==> config.mk <==
export PLATFORM = sky130hd
export DESIGN_NAME = pixel_word_packer
export DESIGN_NICKNAME = d
export VERILOG_FILES = /design/src/rtl/pxpk_pkg.sv /design/src/rtl/pxpk_slot_ctrl.sv /design/src/rtl/pxpk_lane_store.sv /design/src/rtl/pxpk_out_hold.sv /design/src/rtl/pixel_word_packer.sv
export SDC_FILE = /design/constraint.sdc
export NUM_CORES = 1
export LEC_CHECK = 0
export ABC_AREA = 1
export BUFFER_PORTS_ARGS = -buffer_cell sky130_fd_sc_hd__buf_2
export CORE_ASPECT_RATIO = 0.7
export CORE_MARGIN = 8
export CORE_UTILIZATION = 34
export DETAILED_ROUTE_END_ITERATION = 16
export GPL_TIMING_DRIVEN = 0
export PLACE_DENSITY_LB_ADDON = 0.15
export SYNTH_ARGS = -nofsm -noshare
export SYNTH_HDL_FRONTEND = slang
export SYNTH_SLANG_ARGS = --single-unit
==> constraint.sdc <==
create_clock -name clk -period 1.7 [get_ports clk]
set_input_delay 0.425 -clock clk [delete_from_list [all_inputs] [get_ports clk]]
set_output_delay 0.425 -clock clk [all_outputs]
set_load 0.1 [all_outputs]
==> src/rtl/pxpk_pkg.sv <==
// Shared helpers for the pixel word packer.
// Assumes pixel width never exceeds word width.
package pxpk_pkg;

    // Number of whole pixels that fit in one memory word.
    function automatic int lanes_per_word(input int word_w, input int pix_w);
        return word_w / pix_w;
    endfunction

    // Width needed to hold a value from 0 to n.
    function automatic int count_width(input int n);
        return (n < 1) ? 1 : $clog2(n + 1);
    endfunction

    // Width of a lane index for n lanes (at least one bit).
    function automatic int index_width(input int n);
        return (n > 1) ? $clog2(n) : 1;
    endfunction

endpackage

==> src/rtl/pxpk_slot_ctrl.sv <==
// Lane index tracker: counts accepted pixels within the current word and
// flags the accept that closes it (last lane filled or end of frame).
// Assumes accept is a single-cycle qualified handshake.
module pxpk_slot_ctrl #(
    parameter int LANES = 10,
    parameter int IDX_W = 4,
    parameter int CNT_W = 4
) (
    input  logic             clk,
    input  logic             rst_n,
    input  logic             accept,
    input  logic             eof,
    output logic [IDX_W-1:0] slot_idx,
    output logic             close,
    output logic [CNT_W-1:0] fill_count
);

    logic last_lane;

    // Decide whether this accept finishes the word, and how full it is.
    always_comb begin
        last_lane  = (slot_idx == IDX_W'(LANES - 1));
        close      = accept && (last_lane || eof);
        fill_count = CNT_W'(slot_idx) + CNT_W'(1);
    end

    // Advance the lane index, returning to lane 0 when a word closes.
    always_ff @(posedge clk) begin
        if (!rst_n) begin
            slot_idx <= '0;
        end else if (accept) begin
            slot_idx <= close ? '0 : slot_idx + IDX_W'(1);
        end
    end

endmodule

==> src/rtl/pxpk_lane_store.sv <==
// Lane storage: keeps the pixels of the word under construction and presents
// the word as it would look with the current pixel merged into its lane.
// Assumes the caller loads the merged word when close is high.
// Lanes are cleared on close so that partial words carry zero lanes.
module pxpk_lane_store #(
    parameter int PIX_W  = 24,
    parameter int WORD_W = 256,
    parameter int LANES  = 10,
    parameter int IDX_W  = 4
) (
    input  logic              clk,
    input  logic              rst_n,
    input  logic              accept,
    input  logic              close,
    input  logic [IDX_W-1:0]  slot_idx,
    input  logic [PIX_W-1:0]  pixel,
    output logic [WORD_W-1:0] merged
);

    localparam int USED_W = LANES * PIX_W;

    genvar gi;
    generate
        for (gi = 0; gi < LANES; gi++) begin : g_lane
            logic [PIX_W-1:0] lane_q;
            logic [PIX_W-1:0] lane_next;

            // Select the incoming pixel for the addressed lane.
            always_comb begin
                lane_next = (slot_idx == IDX_W'(gi)) ? pixel : lane_q;
            end

            // Hold the lane, clearing it when the word leaves.
            always_ff @(posedge clk) begin
                if (!rst_n) begin
                    lane_q <= '0;
                end else if (accept) begin
                    lane_q <= close ? '0 : lane_next;
                end
            end

            assign merged[gi*PIX_W +: PIX_W] = lane_next;
        end

        if (WORD_W > USED_W) begin : g_pad
            assign merged[WORD_W-1:USED_W] = '0;
        end
    endgenerate

endmodule

==> src/rtl/pxpk_out_hold.sv <==
// Output holding register: one packed word with valid/ready. It reports
// itself free when empty or when the held word leaves this cycle.
// Assumes load is only raised while free is high.
module pxpk_out_hold #(
    parameter int WORD_W = 256,
    parameter int CNT_W  = 4
) (
    input  logic              clk,
    input  logic              rst_n,
    input  logic              load,
    input  logic [WORD_W-1:0] word_in,
    input  logic [CNT_W-1:0]  count_in,
    input  logic              out_ready,
    output logic              out_valid,
    output logic [WORD_W-1:0] out_word,
    output logic [CNT_W-1:0]  out_count,
    output logic              free
);

    // Space is available when empty or draining this cycle.
    always_comb begin
        free = !out_valid || out_ready;
    end

    // Track whether a word is held.
    always_ff @(posedge clk) begin
        if (!rst_n) begin
            out_valid <= 1'b0;
        end else if (load) begin
            out_valid <= 1'b1;
        end else if (out_ready) begin
            out_valid <= 1'b0;
        end
    end

    // Capture word and count when a word closes.
    always_ff @(posedge clk) begin
        if (!rst_n) begin
            out_word  <= '0;
            out_count <= '0;
        end else if (load) begin
            out_word  <= word_in;
            out_count <= count_in;
        end
    end

endmodule

==> src/rtl/pixel_word_packer.sv <==
// Whole-pixel word packer top. Pixels enter under valid/ready and are placed
// into lanes of a memory word, lane 0 lowest. A word leaves when its last lane
// fills or when a pixel marked end-of-frame arrives. Upper leftover bits are
// zero. Assumes PIX_W <= WORD_W.
module pixel_word_packer
    import pxpk_pkg::*;
#(
    parameter int  PIX_W  = 24,
    parameter int  WORD_W = 256,
    localparam int LANES  = lanes_per_word(WORD_W, PIX_W),
    localparam int CNT_W  = count_width(LANES),
    localparam int IDX_W  = index_width(LANES)
) (
    input  logic              clk,
    input  logic              rst_n,
    input  logic              in_valid,
    output logic              in_ready,
    input  logic [PIX_W-1:0]  in_pixel,
    input  logic              in_eof,
    output logic              out_valid,
    input  logic              out_ready,
    output logic [WORD_W-1:0] out_word,
    output logic [CNT_W-1:0]  out_count
);

    logic              accept;
    logic              close;
    logic [IDX_W-1:0]  slot_idx;
    logic [CNT_W-1:0]  fill_count;
    logic [WORD_W-1:0] merged;
    logic              free;

    // Handshake: take a pixel only when the output stage can absorb a word.
    always_comb begin
        in_ready = free;
        accept   = in_valid && free;
    end

    pxpk_slot_ctrl #(
        .LANES (LANES),
        .IDX_W (IDX_W),
        .CNT_W (CNT_W)
    ) u_slot (
        .clk        (clk),
        .rst_n      (rst_n),
        .accept     (accept),
        .eof        (in_eof),
        .slot_idx   (slot_idx),
        .close      (close),
        .fill_count (fill_count)
    );

    pxpk_lane_store #(
        .PIX_W  (PIX_W),
        .WORD_W (WORD_W),
        .LANES  (LANES),
        .IDX_W  (IDX_W)
    ) u_lanes (
        .clk      (clk),
        .rst_n    (rst_n),
        .accept   (accept),
        .close    (close),
        .slot_idx (slot_idx),
        .pixel    (in_pixel),
        .merged   (merged)
    );

    pxpk_out_hold #(
        .WORD_W (WORD_W),
        .CNT_W  (CNT_W)
    ) u_hold (
        .clk       (clk),
        .rst_n     (rst_n),
        .load      (close),
        .word_in   (merged),
        .count_in  (fill_count),
        .out_ready (out_ready),
        .out_valid (out_valid),
        .out_word  (out_word),
        .out_count (out_count),
        .free      (free)
    );

endmodule

==> summary.txt, run 1 <==
Clock tree
  – Worst-Skew Late Latency: 0.64 ns
  – Cts bufs inserted: 53
  – Htree depth: 2
  – CTS clk-pin slew, worst paths: 0.07 ns
  – Root Driver: clkbuf_16
  – CTS sink count: 489
  – CTS tree: done
  – Clk buf depth: 3

Setup path
  – Startpoint class of the critical path: flip-flop
  – Most used cell, CP: nor2_1
  – Critical Path RT: 2.26 ns
  – Max stage delay on crit path: 0.40 ns
  – Arr. time, crit path: roughly 2.3 ns
  – Slowest-stage cell, CP: dfxtp_4
  – Register-to-Register Path Depth: 9
  – CP max FO: 6
  – Crit path launch: u_slot.slot_idx[0]$_SDFFE_PN0P_
  – Worst r2r src: u_slot.slot_idx[0]$_SDFFE_PN0P_
  – Critical Path End Type: flip-flop
  – Crit path cell chain: ha_4 > nand3_4 > a21oi_4 > buf_8 > buf_12 > buf_16 > clkbuf_16 > nor2_1 > nor2_1
  – Setup CP Type: reg2reg

Yosys
  – Sequential share of the synthesized area: 0.382
  – Synth area leader: dfxtp_1
  – Ys Warns: 0
  – Avg Cell Area, Syn: roughly 5.9 um2
  – Seq cells post-synth: 489
  – Synth area leaders: dfxtp_1 38%, nand2_1 29%, nor2_1 7.2%
  – Dominant synthesized flop cell: dfxtp_1
  – Cell count after synthesis: 4,312
  – Synth cell count leaders: 1,962 x nand2_1, 491 x nor2_1, 489 x dfxtp_1
  – Async set-reset flop share out of synthesis: 0
  – Mapped Area: between 20,000 and 30,000 um2
  – Number of synthesized flops with an enable pin: 0
  – Yosys cell types: 24
  – Top-count cell post-synth: nand2_1
  – Yosys top cell area share: 0.382

Floorplan
  – Row cnt: 84
  – Initial core utilization: 0.342
  – Die ar.: 84,600 um2
  – Vert. Die Dim: 246 um
  – Core area: approximately 75,000 um2
  – # IOs: 291
  – Die X: 344 um

Timing
  – Final Skew: 0.0246 ns
  – Max-slew violations: 44
  – Crit path time final: between 1.5 and 2 ns
  – Fin crit share: 1.05
  – Final count of negative-setup-slack endpoints: 229
  – Slew Limit Headroom: -0.0536
  – Worst setup margin: -0.0771 ns
  – Total count of hold-check failures in the final report: 0
  – Unrepaired setup endpoints after global routing: true
  – Worst slew pin tran: 1.58 ns
  – Maximum clock frequency: ~560 MHz

Layout
  – Fillers: between 8,000 and 9,000
  – Layout area overhead: 34.2%
  – Share of layout cells above drive strength 1: 0.196
  – Final Util: 0.459
  – Layout Cells excl Fill: 5,760
  – Final nets: 4,762

Drt
  – Detail Route Antenna Nets: 0
  – DR iter-0 viols: 3,642
  – Via/cell ratio: 5.12
  – Via count: 29,500
  – Wire per inst: 20.5 um
  – DRT Pass-1 Iters: 10
  – Residual DRC: 0
  – Final WL: 118 mm

Min path
  – Hold Path Stages: 4
  – Hold WC Path Type: in2reg
  – Hold_sp: out_ready

Power and ir drop
  – Pwr Density: 934 nW/um2
  – Gate power share: 0.234
  – Seq pwr share: 0.377
  – Worst IR Drop VDD: ~0.73 mV
  – Sw frac: 0.347
  – Psw: 11.2 mW
  – Leakage Power: 15.5 nW
  – P_int: 21.0 mW
  – Clk network pwr share: 0.389

Place
  – Placed cell count: roughly 5,600
  – Global placement routability congestion: 0.930
  – Dpl hpwl: 77.2 mm
  – IO buf count: 274

Global routing
  – Gr usage total: 0.261
  – Vias in the first global route: 25,600
  – Overflow after GRT: 0
  – First-pass GRT wire length: ~170 mm
  – Antenna violations before repair: 7
  – Largest net degree at the start of global routing: 15

Run status
  – Status: finished, violations left
  – Failing checks: capacitance limit, slew limit, setup timing

Job
  – Max-Cap Viols: 4
## power groups by stage
stage,sequential [mW],clock (mW),combinational (mW)
CTS,12.1,12.7,7.03
global route,12.2,13.1,7.82
detailed placement,12.3,0,6.26
finish,12.1,12.5,7.52
global placement,12.3,0,6.25
floorplan,14.9,0,2.01
## registers in the layout, indices dropped and copies added (netlist names)
register	flops
u_hold.out_word	240
u_hold.out_count	4
u_lanes.g_lane.lane_q	240
u_slot.slot_idx	4
u_hold.out_valid	1
## critical path, delay by kind of cell, from the launching register on
family / cells / cell delay, ns
flops: 1 / 0.40
simple gates: 3 / 0.26
fa+ha+maj: 1 / 0.18
buf+inv: 4 / 0.69
compound gates: 1 / 0.18
## cell usage in the layout (no fill, tap or decap), types with 21 or more instances in the layout
cell | Yosys | final
inv_1 | 245 | 243
nor2_1 | 491 | 437
nand2_1 | 1962 | 1868
clkbuf_4 | 0 | 44
a21oi_1 | 244 | 223
buf_6 | 0 | 85
clkinv_1 | 24 | 23
buf_12 | 0 | 41
buf_2 | 151 | 65
clkbuf_16 | 0 | 74
dfxtp_1 | 489 | 475
buf_8 | 0 | 44
nand4_1 | 193 | 193
nand3_1 | 270 | 266
nand2_4 | 0 | 23
a21oi_2 | 1 | 21
buf_4 | 29 | 279
clkbuf_2 | 0 | 47
clkbuf_1 | 166 | 75
nand2_2 | 1 | 71
nor2_2 | 2 | 43
## routing by layer
metal  share of wire  track usage  up-vias
met5         0.00014            0        -
met4           0.038       0.0884        2
met3            0.12       0.0634      239
met2            0.40        0.373     1472
met1            0.44        0.380    13600
li1                -            -    14200
## logic make-up (layout without fill, tap and decap cells)
logic type | after synthesis | after routing | synth area share
AO/OA/AOI/OAI | 250 | 250 | 0.0490
XOR/XNOR | 1 | 1 | 0.000342
adder cells (fa/ha/maj) | 4 | 4 | 0.00195
buffers and inverters | 646 | 1088 | 0.106
flip-flops | 489 | 489 | 0.382
other | 1 | 18 | 0.000146
AND/OR/NAND/NOR | 2921 | 2921 | 0.461
## through the flow
stage               total power [mW]  hold slack, ns  instance area [um2]  TNS, ns  setup slack (ns)
floorplan                       16.9           0.457                25700    -4.01           -0.0501
global placement                18.6           0.456                28300  -306.09             -1.18
detailed placement              18.6           0.465                28300  -258.33            -0.952
CTS                             31.8           0.152                32800    -8.73            -0.107
global route                    33.1           0.186                34400   -28.07            -0.127
finish                          32.2           0.189                34400    -5.07           -0.0771
## area by class of cell
class,count,area [um2],share of cell area
diodes,2,5.00,0.000145
plain buffers,368,2910,0.0846
clock buffers,71,1530,0.0446
clock inverters,24,300,0.00872
inverters,272,1040,0.0301
multi-input cells,3192,14000,0.405
flip-flops and latches,489,9820,0.285
well taps,989,1240,0.0359
repair buffers,353,3630,0.105
## worst paths after layout
check	endpoint	slack (ns)
setup / recovery	u_hold.out_word[98]$_SDFFE_PN0P_	-0.08
hold / removal	u_hold.out_valid$_SDFFE_PN0P_	0.19
hold reg to reg	u_hold.out_word[159]$_SDFFE_PN0P_	0.47
setup reg to reg	u_hold.out_word[98]$_SDFFE_PN0P_	-0.08
## timing repair
item,4_1_cts,5_1_grt
pin swaps,12,115
endpoints found under the setup margin,735,692
buffers inserted,36,12
gates cloned,15,22
hold buffers,0,0
resized for setup,682,460
hold endpoints to repair,0,0
Power figures use the tool's default switching activity.
==> run 2: changes to the inputs <==
SYNTH_HIERARCHICAL = 1   (was not set)
==> summary.txt, run 2 <==
Timing
  – Worst slew pin tran: 1.19 ns (-0.390 ns)
  – Crit path time final: 1.83 ns (+0.0571 ns)
  – Fin crit share: 1.08 (+0.0336)
  – Maximum clock frequency: 545 MHz (-3.1%)
  – Max-slew violations: 0 (-100%)
  – Worst setup margin: -0.134 ns (-0.0571 ns)
  – Final Skew: 0.0261 ns (+0.00155 ns)
  – Final count of negative-setup-slack endpoints: 475 (+110%)
  – Unrepaired setup endpoints after global routing: true
  – Slew Limit Headroom: 0.201 (+0.255)
  – Hold_ws: 0.0984 ns (-0.0903 ns)
  – Total count of hold-check failures in the final report: 0 (unchanged)

Layout
  – Leading cell types in the layout, fill and taps excluded: 499 x dfxtp_1, 490 x nand2_1, 419 x nand3_1, 348 x nor2_1, 269 x buf_4
  – Layout area overhead: 42.5%
  – Commonest non-fill, non-tap cell in the layout: dfxtp_1
  – Largest register FFs: between 200 and 300
  – Top flop regs: u_hold/out_word (256), u_lanes/g_lane.lane_q (240)
  – Final nets: 3,777 (-21%)
  – Fillers: 6,589 (-18%)
  – Final Cell Area: 32,500 um2 (-5.5%)
  – Multi-input gate area: 12,300 um2 (-12%)
  – FF+latch area: 10,100 um2 (+3.2%)
  – Final Util: 0.490 (+0.0304)
  – Top reg by flops: u_hold/out_word
  – ANT cells: 0 (-2)
  – Share of layout cells above drive strength 1: 0.267 (+0.0704)

Global routing
  – Gr usage total: 0.219 (-0.0424)
  – Overflow after GRT: 0 (unchanged)
  – Vias in the first global route: 21,300 (-17%)
  – Largest net degree at the start of global routing: 16 (+1)
  – First-pass GRT wire length: 130 mm (-23%)
  – Antenna violations before repair: 4 (-3)

Setup path
  – Slowest-stage cell, CP: dfxtp_4
  – Crit path launch: u_slot/slot_idx[1]$_SDFFE_PN0P_
  – Most used cell, CP: buf_12
  – Crit path cell chain: inv_4 > ha_4 > nand3_4 > a21oi_4 > buf_6 > nor2_4 > buf_12 > clkbuf_16 > buf_12 > buf_16 > nand3_2 > a21oi_2
  – Flop2flop setup slack: -0.13 ns (-0.06 ns)
  – Crit path capture: u_lanes/g_lane[8].lane_q[2]$_SDFFE_PN0P_
  – Worst r2r src: u_slot/slot_idx[1]$_SDFFE_PN0P_
  – Max stage delay on crit path: 0.38 ns (-0.02 ns)
  – Arr. time, crit path: 2.37 ns (+0.03 ns)
  – Setup CP Type: reg2reg
  – Critical Path End Type: flip-flop
  – Top delay family on crit path: buffers and inverters
  – Startpoint class of the critical path: flip-flop
  – Bufs and invs on worst path: 6 (+2)
  – CP max FO: 7 (+1)
  – Critical Path RT: 2.24 ns (-0.02 ns)
  – RR Endpoint: u_lanes/g_lane[8].lane_q[2]$_SDFFE_PN0P_
  – Register-to-Register Path Depth: 12 (+3)
  – CP Depth: 12 (+3)

Floorplan
  – Die ar.: 75,800 um2 (-10%)
  – # IOs: 291 (unchanged)
  – Initial core utilization: 0.344 (+0.00135)
  – Row cnt: 79 (-6.0%)
  – Vert. Die Dim: 233 um (-5.3%)
  – Core area: 66,400 um2 (-11%)
  – Die X: 326 um (-5.4%)

Place
  – Global placement routability congestion: 0.806 (-13%)
  – IO buf count: 290 (+5.8%)
  – Worst slack at placement: -0.750 ns (+0.202 ns)
  – Dpl hpwl: 58.0 mm (-25%)
  – Placed instance area: 25,600 um2 (-9.9%)

Power and ir drop
  – P_int: 21.7 mW (+3.5%)
  – Sw frac: 0.330 (-0.0168)
  – Worst IR Drop VDD: 0.752 mV (+2.4%)
  – Pwr Density: 997 nW/um2 (+6.7%)
  – Gate power share: 0.224 (-0.010)
  – Pwr Total: 32.4 mW (+0.88%)
  – Leakage Power: 13.8 nW (-11%)
  – Clk network pwr share: 0.388 (about the same)
  – Psw: 10.7 mW (-4.0%)
  – Seq pwr share: 0.388 (+0.011)

Yosys
  – Mapped Area: 22,800 um2 (-11%)
  – Dominant synthesized flop cell: dfxtp_1
  – Top-count cell post-synth: nor2_1
  – Cell count after synthesis: 3,307 (-23%)
  – Seq cells post-synth: 505 (+3.3%)
  – Yosys top cell area share: 0.443 (+0.0613)
  – Avg Cell Area, Syn: 6.90 um2 (+16%)
  – Synth area leader: dfxtp_1
  – Ys Warns: 6 (+6)
  – Synth cell count leaders: 529 x nor2_1, 505 x dfxtp_1, 500 x nand2_1
  – Sequential share of the synthesized area: 0.443 (+0.0613)
  – Number of synthesized flops with an enable pin: 0 (unchanged)
  – Yosys cell types: 24 (unchanged)
  – Async set-reset flop share out of synthesis: 0 (unchanged)
  – Synth area leaders: dfxtp_1 44%, nand3_1 11%, nor2_1 8.7%

Drt
  – DRT Pass-1 Iters: 5 (-5)
  – Via count: 23,100 (-22%)
  – Wire per inst: 19.1 um (-6.8%)
  – Final WL: 89.3 mm (-24%)
  – Residual DRC: 0 (unchanged)
  – Detail Route Antenna Nets: 0 (unchanged)
  – Via/cell ratio: 4.93 (-3.8%)
  – DR iter-0 viols: 1,835 (-50%)

Clock tree
  – Root Driver: clkbuf_16
  – Worst-Skew Late Latency: 0.61 ns (-0.03 ns)
  – Cts bufs inserted: 52 (-1.9%)
  – Post-cts hold buffer count: 0 (unchanged)
  – CTS tree: done
  – Clk buf depth: 3 (unchanged)
  – CTS clk-pin slew, worst paths: 0.07 ns (about the same)
  – Htree depth: 2 (unchanged)
  – CTS sink count: 505 (+3.3%)

Run status
  – Failing checks: setup timing
  – Status: finished, violations left

Job
  – Max-Cap Viols: 0 (-4)

Min path
  – Hold WC Path Type: in2reg
[run 2: what timing repair did]
| item | CTS | global route |
|---|---|---|
| pin swaps | 80 | 62 |
| cloned | 24 | 21 |
| buffers inserted | 34 | 6 |
| endpoints found under the setup margin | 763 | 663 |
| resized for setup | 883 | 306 |
[run 2: power groups by stage]
stage | clock [mW] | combinational [mW] | sequential, mW
after detailed placement | 0 | 5.85 | 12.8
final | 12.6 | 7.27 | 12.6
after global placement | 0 | 5.85 | 12.8
after CTS | 12.8 | 6.90 | 12.6
after global routing | 13.3 | 7.59 | 12.6
after floorplan | 0 | 1.61 | 15.7
[run 2: worst min-delay path by stage]
stage | slack (ns) | cells after the start | endpoint | from
floorplan | 0.45 | 2 | u_lanes/g_lane[0].lane_q[0]$_SDFFE_PN0P_ | u_lanes/g_lane[0].lane_q[0]$_SDFFE_PN0P_
global placement | 0.45 | 2 | u_lanes/g_lane[2].lane_q[6]$_SDFFE_PN0P_ | u_lanes/g_lane[2].lane_q[6]$_SDFFE_PN0P_
detailed placement | 0.46 | 2 | u_lanes/g_lane[5].lane_q[21]$_SDFFE_PN0P_ | u_lanes/g_lane[5].lane_q[21]$_SDFFE_PN0P_
CTS | 0.05 | 3 | u_slot/slot_idx[0]$_SDFFE_PN0P_ | rst_n
global route | 0.11 | 3 | u_slot/slot_idx[0]$_SDFFE_PN0P_ | rst_n
finish | 0.1 | 3 | u_slot/slot_idx[0]$_SDFFE_PN0P_ | rst_n
[run 2: worst min-delay path: stages]
cell	delay [ns]
buf_2	0.12
o21ai_1	0.07
a21oi_1	0.05
[run 2: layout make-up]
class | instances | share of cell area
buffer | 247 | 0.0691
clock buffer | 70 | 0.0464
clock inverter | 25 | 0.0106
inverter | 285 | 0.0339
multi-input combinational | 2281 | 0.377
sequential | 505 | 0.311
tap | 891 | 0.0343
timing repair buffer | 374 | 0.117
[run 2: logic make-up after synthesis]
group                    after synthesis  share of synthesized area
flip-flops                           505                      0.443
other                                  1                   0.000164
AO/OA/AOI/OAI                        506                      0.111
AND/OR/NAND/NOR                     1757                      0.343
adder cells (fa/ha/maj)                2                    0.00110
buffers and inverters                536                      0.102
[run 2: routing by layer]
metal,part of all wire,routed length (um),track usage
met1,0.47,42000,0.311
met2,0.43,38800,0.332
met3,0.069,6160,0.0451
met4,0.027,2380,0.0655
met5,0.00044,39,0
[run 2: through the flow]
step	TNS [ns]	std cells
final	-21.72	4678
after global placement	-299.20	4503
after detailed placement	-296.61	4503
after floorplan	-53.75	3322
after CTS	-30.98	4654
after global routing	-57.49	4678
